$ cat src/rtl/sdc_pkg.sv
package sdc_pkg;

  localparam int IDX_W    = 6;
  localparam int ARG_W    = 32;
  localparam int CRC_W    = 7;
  localparam int BODY_W   = 2 + IDX_W + ARG_W;
  localparam int FRAME_W  = BODY_W + CRC_W + 1;
  localparam int NFLAGS   = 4;

  localparam int F_SENT = 0;
  localparam int F_RESP = 1;
  localparam int F_CRC  = 2;
  localparam int F_TMO  = 3;

  typedef enum logic [1:0] {
    RSP_NONE        = 2'd0,
    RSP_SHORT       = 2'd1,
    RSP_SHORT_NOCRC = 2'd2,
    RSP_LONG        = 2'd3
  } rsp_kind_e;

  function automatic logic [CRC_W-1:0] crc7_body(input logic [BODY_W-1:0] d);
    logic [CRC_W-1:0] c;
    logic fb;
    c = '0;
    for (int i = BODY_W - 1; i >= 0; i--) begin
      fb = d[i] ^ c[CRC_W-1];
      c  = {c[CRC_W-2:0], 1'b0} ^ ({CRC_W{fb}} & 7'h09);
    end
    return c;
  endfunction

endpackage

$ cat src/rtl/sdc_crc7.sv
module sdc_crc7 (
  input  logic       clk,
  input  logic       rst,
  input  logic       clr,
  input  logic       en,
  input  logic       din,
  output logic [6:0] crc
);
  logic fb;
  assign fb = din ^ crc[6];

  always_ff @(posedge clk) begin
    if (rst || clr)
      crc <= '0;
    else if (en)
      crc <= {crc[5:0], 1'b0} ^ ({7{fb}} & 7'h09);
  end
endmodule

$ cat src/rtl/sdc_tx.sv
module sdc_tx #(
  parameter int FRAME_W = 48
) (
  input  logic               clk,
  input  logic               rst,
  input  logic               tick,
  input  logic               load,
  input  logic [FRAME_W-1:0] frame,
  output logic               cmd_o,
  output logic               cmd_oe,
  output logic               done
);
  localparam int REM_W = $clog2(FRAME_W + 1);

  logic [FRAME_W-1:0] sr;
  logic [REM_W-1:0]   rem;
  logic               active;

  assign done = tick & active & (rem == '0) & ~load;

  always_ff @(posedge clk) begin
    if (rst) begin
      sr     <= '0;
      rem    <= '0;
      active <= 1'b0;
      cmd_o  <= 1'b1;
      cmd_oe <= 1'b0;
    end else if (load) begin
      sr     <= frame;
      rem    <= REM_W'(FRAME_W);
      active <= 1'b1;
    end else if (tick && active) begin
      if (rem != '0) begin
        cmd_o  <= sr[FRAME_W-1];
        cmd_oe <= 1'b1;
        sr     <= {sr[FRAME_W-2:0], 1'b0};
        rem    <= rem - 1'b1;
      end else begin
        cmd_o  <= 1'b1;
        cmd_oe <= 1'b0;
        active <= 1'b0;
      end
    end
  end


  oe_active_chk: assert property (@(posedge clk) disable iff (rst)
    cmd_oe |-> active);

endmodule

$ cat src/rtl/sdc_rx.sv
module sdc_rx #(
  parameter int TMO       = 64,
  parameter int SHORT_LEN = 48,
  parameter int LONG_LEN  = 136,
  parameter int SR_W      = 128
) (
  input  logic            clk,
  input  logic            rst,
  input  logic            tick,
  input  logic            arm,
  input  logic            long_mode,
  input  logic            cmd_i,
  output logic            done,
  output logic            timeout,
  output logic            crc_ok,
  output logic [SR_W-1:0] sr_next
);
  localparam int CNT_W        = $clog2(LONG_LEN);
  localparam int TMR_W        = $clog2(TMO);
  localparam int SHORT_CRC_AT = SHORT_LEN - 9;
  localparam int LONG_HDR     = 7;
  localparam int LONG_CRC_AT  = LONG_LEN - 9;
  localparam logic [TMR_W-1:0] TMR_LAST   = TMR_W'(TMO - 1);
  localparam logic [CNT_W-1:0] SHORT_LAST = CNT_W'(SHORT_LEN - 2);
  localparam logic [CNT_W-1:0] LONG_LAST  = CNT_W'(LONG_LEN - 2);

  logic             hunting, receiving;
  logic [CNT_W-1:0] cnt, last;
  logic [TMR_W-1:0] tmr;
  logic [SR_W-1:0]  sr;
  logic [6:0]       crc_val;
  logic             in_win;

  assign last    = long_mode ? LONG_LAST : SHORT_LAST;
  assign in_win  = long_mode ? ((cnt >= CNT_W'(LONG_HDR)) && (cnt < CNT_W'(LONG_CRC_AT)))
                             : (cnt < CNT_W'(SHORT_CRC_AT));
  assign sr_next = {sr[SR_W-2:0], cmd_i};
  assign done    = tick & receiving & (cnt == last);
  assign timeout = tick & hunting & cmd_i & (tmr == TMR_LAST);
  assign crc_ok  = (crc_val == sr[6:0]);

  sdc_crc7 u_crc (
    .clk (clk),
    .rst (rst),
    .clr (arm),
    .en  (tick & receiving & in_win),
    .din (cmd_i),
    .crc (crc_val)
  );

  always_ff @(posedge clk) begin
    if (rst) begin
      hunting   <= 1'b0;
      receiving <= 1'b0;
      cnt       <= '0;
      tmr       <= '0;
      sr        <= '0;
    end else if (arm) begin
      hunting   <= 1'b1;
      receiving <= 1'b0;
      cnt       <= '0;
      tmr       <= '0;
    end else if (tick && hunting) begin
      if (!cmd_i) begin
        hunting   <= 1'b0;
        receiving <= 1'b1;
        cnt       <= '0;
      end else if (tmr == TMR_LAST) begin
        hunting <= 1'b0;
      end else begin
        tmr <= tmr + 1'b1;
      end
    end else if (tick && receiving) begin
      sr  <= sr_next;
      cnt <= cnt + 1'b1;
      if (cnt == last)
        receiving <= 1'b0;
    end
  end


  count_bound_chk: assert property (@(posedge clk) disable iff (rst)
    receiving |-> (cnt <= last));


  start_seen_chk: assert property (@(posedge clk) disable iff (rst)
    (hunting && tick && !cmd_i && !arm) |=> receiving);

endmodule

$ cat src/rtl/sd_cmd_engine.sv
module sd_cmd_engine
  import sdc_pkg::*;
#(
  parameter int TMO_TICKS = 64
) (
  input  logic        clk,
  input  logic        rst,
  input  logic        cclk_en,
  input  logic        start,
  input  logic        cmd_en,
  input  logic [5:0]  cmd_idx,
  input  logic [31:0] cmd_arg,
  input  logic [1:0]  rsp_kind,
  input  logic        xfer_req,
  input  logic        stop_req,
  input  logic [3:0]  flag_clr,
  output logic        cmd_o,
  output logic        cmd_oe,
  input  logic        cmd_i,
  output logic        busy,
  output logic [3:0]  flags,
  output logic        xfer_flag,
  output logic        stop_flag,
  output logic [31:0] rsp0,
  output logic [31:0] rsp1,
  output logic [31:0] rsp2,
  output logic [31:0] rsp3
);
  localparam int SR_W = 4 * ARG_W;

  rsp_kind_e          kind_q;
  logic               accept;
  logic [BODY_W-1:0]  body;
  logic [FRAME_W-1:0] frame;
  logic               tx_done, rx_done, rx_to, rx_crc_ok, rx_arm;
  logic [SR_W-1:0]    rx_sr;
  logic [NFLAGS-1:0]  set_vec;

  assign accept = start & cmd_en & ~busy;
  assign body   = {1'b0, 1'b1, cmd_idx, cmd_arg};
  assign frame  = {body, crc7_body(body), 1'b1};
  assign rx_arm = tx_done & (kind_q != RSP_NONE);

  sdc_tx #(.FRAME_W(FRAME_W)) u_tx (
    .clk    (clk),
    .rst    (rst),
    .tick   (cclk_en),
    .load   (accept),
    .frame  (frame),
    .cmd_o  (cmd_o),
    .cmd_oe (cmd_oe),
    .done   (tx_done)
  );

  sdc_rx #(.TMO(TMO_TICKS), .SHORT_LEN(FRAME_W), .LONG_LEN(SR_W + 8), .SR_W(SR_W)) u_rx (
    .clk       (clk),
    .rst       (rst),
    .tick      (cclk_en),
    .arm       (rx_arm),
    .long_mode (kind_q == RSP_LONG),
    .cmd_i     (cmd_i),
    .done      (rx_done),
    .timeout   (rx_to),
    .crc_ok    (rx_crc_ok),
    .sr_next   (rx_sr)
  );

  always_comb begin
    set_vec = '0;
    if (tx_done && kind_q == RSP_NONE)
      set_vec[F_SENT] = 1'b1;
    if (rx_done) begin
      if (kind_q != RSP_SHORT_NOCRC && !rx_crc_ok)
        set_vec[F_CRC] = 1'b1;
      else
        set_vec[F_RESP] = 1'b1;
    end
    if (rx_to)
      set_vec[F_TMO] = 1'b1;
  end

  always_ff @(posedge clk) begin
    if (rst) begin
      busy      <= 1'b0;
      flags     <= '0;
      kind_q    <= RSP_NONE;
      xfer_flag <= 1'b0;
      stop_flag <= 1'b0;
      rsp0      <= '0;
      rsp1      <= '0;
      rsp2      <= '0;
      rsp3      <= '0;
    end else begin
      flags <= set_vec | (flags & ~flag_clr);
      if (accept) begin
        busy      <= 1'b1;
        kind_q    <= rsp_kind_e'(rsp_kind);
        xfer_flag <= xfer_req;
        stop_flag <= stop_req;
      end else if (set_vec != '0) begin
        busy <= 1'b0;
      end
      if (rx_done) begin
        if (kind_q == RSP_LONG) begin
          rsp0 <= rx_sr[127:96];
          rsp1 <= rx_sr[95:64];
          rsp2 <= rx_sr[63:32];
          rsp3 <= rx_sr[31:0];
        end else begin
          rsp0 <= rx_sr[39:8];
        end
      end
    end
  end


  busy_end_chk: assert property (@(posedge clk) disable iff (rst)
    $fell(busy) |-> (flags != '0));


  oe_busy_chk: assert property (@(posedge clk) disable iff (rst)
    cmd_oe |-> busy);


  nocrc_chk: assert property (@(posedge clk) disable iff (rst)
    (busy && kind_q == RSP_SHORT_NOCRC) |=> !$rose(flags[F_CRC]));


  hold_qual_chk: assert property (@(posedge clk) disable iff (rst)
    (busy && start) |=> ($stable(xfer_flag) && $stable(stop_flag)));


  tmo_kind_chk: assert property (@(posedge clk) disable iff (rst)
    $rose(flags[F_TMO]) |-> ($past(kind_q) != RSP_NONE));

endmodule

$ cat config.mk
export PLATFORM = sky130hd
export DESIGN_NAME = sd_cmd_engine
export DESIGN_NICKNAME = d
export VERILOG_FILES = /design/src/rtl/sdc_pkg.sv /design/src/rtl/sdc_crc7.sv /design/src/rtl/sdc_tx.sv /design/src/rtl/sdc_rx.sv /design/src/rtl/sd_cmd_engine.sv
export SDC_FILE = /design/constraint.sdc
export NUM_CORES = 1
export LEC_CHECK = 0
export BUFFER_PORTS_ARGS = -buffer_cell sky130_fd_sc_hd__buf_2
export CAP_MARGIN = 25
export CORE_UTILIZATION = 54
export CTS_BUF_LIST = sky130_fd_sc_hd__clkbuf_4 sky130_fd_sc_hd__clkbuf_8
export DETAILED_ROUTE_END_ITERATION = 7
export GPL_TIMING_DRIVEN = 0
export HOLD_SLACK_MARGIN = 0.02
export PLACE_DENSITY = 0.79
export SETUP_SLACK_MARGIN = 0.05
export SYNTH_ARGS = -nofsm -noshare
export SYNTH_HDL_FRONTEND = slang
export SYNTH_SLANG_ARGS = --single-unit
$ cat constraint.sdc
create_clock -name clk -period 2.55 [get_ports clk]
set_input_delay 0.6375 -clock clk [delete_from_list [all_inputs] [get_ports clk]]
set_output_delay 0.6375 -clock clk [all_outputs]
set_load 0.005 [all_outputs]
==> reports/metrics.yaml <==
clock_tree:
  cts_tree: "built"
  cts_buffer_depth: 3
  clock_latency_ns: 0.57
  h-tree-depth: 2
  cts.reportedPaths.clkPinSlew_ns: 0.06
  holdBufCountCts: 0
  cts_root_buf: "clkbuf_8"
  numCtsBuffers: 53
  cts_num_sinks: 344
timing:
  hold_violations: 0
  finalMaxSlewViolations: 0
  setup_tns_ns: 0
  fmax_mhz: 408
  fin_worst_skew_ns: 0.0103
  finalSetupViolations: 0
  setup_ws_ns: 0.101
  fin_crit_sh_pct: 96.0
  maxSlewHeadroom_pct: 36.7
  min_period_ns: 2.45
  rsz0062_at_grt: "yes"
  worst_slew_pin_slew_ns: 0.949
cells_and_area:
  insertedDiodeCount: 0
  fill_cells: 2034
  multi_input_area_um2: 6350
  area_growth_pct: 20.6
  nets: 1965
  seqCellArea_um2: 6890
  drive_above_1_share_pct: 18.9
  postLayoutCoreUtil_pct: 67.2
global_route:
  grt_max_degree: 14
  gr-total-overflow: 0
  grtUsageTotal_pct: 26.9
  grt_pass1_wl_um: 57200
  first_global_vias: 11500
  antenna_found_initial: 0
floorplanning:
  die_w_um: 161
  die_height_um: 161
  core_um2: 24500
  dieArea_um2: 25900
  io_pins: 189
  initial_utilization_pct: 55.7
  rows: 57
route:
  first_pass_iters: 7
  vias: 12300
  routed_via_density: 5.40
  wire_per_inst_um: 15.6
  antenna_left: 0
  drtIter0Drc: 916
  drt_wl_total_um: 35500
  drc_errors: 0
critical_path:
  endpoint_kind: "flop"
  crit_arrival_ns: 2.94
  crit_type: "reg -> reg"
  cp_max_fo: 10
  crit_path_start_kind: "flop"
  ff2ff_setup_slack_ns: 0.10
  critPathRequiredTime_ns: 3.04
synth:
  synth_flop_cell: "dfxtp_1"
  synth.area.top_cells: "dfxtp_1, nand2_1, a21oi_1, nor2_1, mux2i_1"
  synth-edff-count: 0
  synth-seq-area-share_pct: 50.4
  ys_ff_latch: 344
  syn_nets: 1715
  synth_top_area_cell: "dfxtp_1"
  synth_top_area_share_pct: 50.4
  syn_area_um2: 13700
  async_flop_share_pct: 0
  yosysWarnings: 0
  syn_inst: 1659
  avgSynthCellArea_um2: 8.24
  netlist-cell-type-count: 44
placement:
  hpwl_um: 24600
  io_buffers: 186
  place_ws_ns: -0.811
  gp_congestion: 0.847
power_and_ir_drop:
  cellLeakagePower_nw: 6.51
  power_density_nw_per_um2: 715
  vdd_ir_drop_max_v: 0.000508
min_path:
  hold_class: "in -> reg"
flow_run:
  cap_violations: 0
outcome:
  status: "complete, no violations"
==> metrics by stage <==
stage	instances	instance area [µm²]	hold slack, ns	power [mW]
after floorplan	1659	13700	0.432	6.66
after global placement	2169	15000	0.440	6.92
after detailed placement	2169	15000	0.443	6.95
after CTS	2267	16300	0.283	11.8
after global routing	2274	16500	0.300	12.2
final	2274	16500	0.303	11.8
==> what timing repair did <==
action	in CTS	in global routing
cloned	0	1
pin swaps	1	2
gates resized for setup	35	76
setup buffers	2	8
setup endpoints to repair	229	194
==> synth_stat cells (13+ instances only) <==
library cell  number
a211oi_1          37
a21oi_1          245
a311oi_1          39
buf_2             14
clkbuf_1         105
dfxtp_1          344
mux2i_1           40
nand2_1          568
nor2_1           114
xnor2_1           41
xnor3_1           13
xor2_1            19
==> worst paths after layout <==
| path | end | start | depth (start not counted) |
|---|---|---|---|
| hold reg to reg | stop_flag | stop_flag | 2 |
| hold / removal | xfer_flag | xfer_req | 3 |
| setup reg to reg | u_rx.sr[3] | u_tx.rem[0] | 11 |
| setup / recovery | u_rx.sr[3] | u_tx.rem[0] | 11 |
==> registers in the layout, summed over array words and instances, names as in the netlist, 2 cells and up <==
name and flops:
flags 4, kind_q 2, rsp0 32, rsp1 32
rsp2 32, rsp3 32, u_rx.cnt 8, u_rx.sr 127
u_rx.tmr 6, u_rx.u_crc.crc 7, u_tx.rem 6, u_tx.sr 48
==> final cells by class <==
| type | instances | area share [%] |
|---|---|---|
| clock buffer | 84 | 6.37 |
| buffer | 121 | 3.83 |
| sequential | 344 | 41.8 |
| clock inverter | 12 | 0.683 |
| timing repair buffer | 197 | 6.23 |
| inverter | 5 | 0.114 |
| multi-input combinational | 1187 | 38.5 |
| tap | 324 | 2.46 |
==> report_power, final <==
| group | internal, mW | leakage [nW] | switching [mW] | total (mW) |
|---|---|---|---|---|
| registers | 5.46 | 2.78 | 0.0473 | 5.50 |
| logic | 0.737 | 3.11 | 0.628 | 1.36 |
| clock network | 2.81 | 0.624 | 2.10 | 4.91 |
| total | 9.00 | 6.51 | 2.77 | 11.8 |
==> critical path, stage by stage (launching register included) <==
cell      delay, ns
dfxtp_1        0.33
inv_2          0.08
ha_4           0.15
or4b_4         0.50
nor4_4         0.26
and2b_2        0.24
nand2b_4       0.14
buf_8          0.14
buf_12         0.15
buf_6          0.14
nand2_1        0.07
a21oi_1        0.16
==> cells by family (layout without fill, tap and decap cells) <==
| logic type | count (synthesis) | count (layout) | synth area share (%) |
|---|---|---|---|
| AOI/OAI and AO/OA | 334 | 334 | 14.3 |
| xor gates and xnor gates | 81 | 81 | 7.43 |
| adders and majority gates | 4 | 4 | 0.366 |
| buffers and inverters | 128 | 419 | 3.70 |
| DFF | 344 | 344 | 50.4 |
| muxes | 40 | 40 | 2.93 |
| and+or+nand+nor | 728 | 728 | 20.9 |
==> layout by cell type (no fill, tap or decap), types with 6 or more instances in the layout <==
| cell | synthesis | final |
|---|---|---|
| nand3_1 | 6 | 6 |
| xor2_1 | 19 | 19 |
| a211oi_1 | 37 | 37 |
| nor2_1 | 114 | 113 |
| a311oi_1 | 39 | 39 |
| clkbuf_8 | 0 | 68 |
| buf_4 | 2 | 12 |
| clkbuf_2 | 0 | 22 |
| mux2i_1 | 40 | 40 |
| a21oi_1 | 245 | 241 |
| clkbuf_4 | 0 | 20 |
| buf_2 | 14 | 192 |
| clkinv_2 | 0 | 9 |
| nand2_1 | 568 | 568 |
| buf_6 | 0 | 9 |
| dfxtp_1 | 344 | 343 |
| xnor3_1 | 13 | 13 |
| xnor2_1 | 41 | 40 |
| clkbuf_1 | 105 | 74 |
==> layer usage <==
metal	up-vias	GRT usage (%)	part of all wire, %
met5	-	0	0
met2	392	44.4	47
met4	0	10.2	3.0
met1	5790	35.1	44
li1	6017	-	-
met3	84	5.03	6.5
Note: power is estimated with default switching activity, not from simulation.
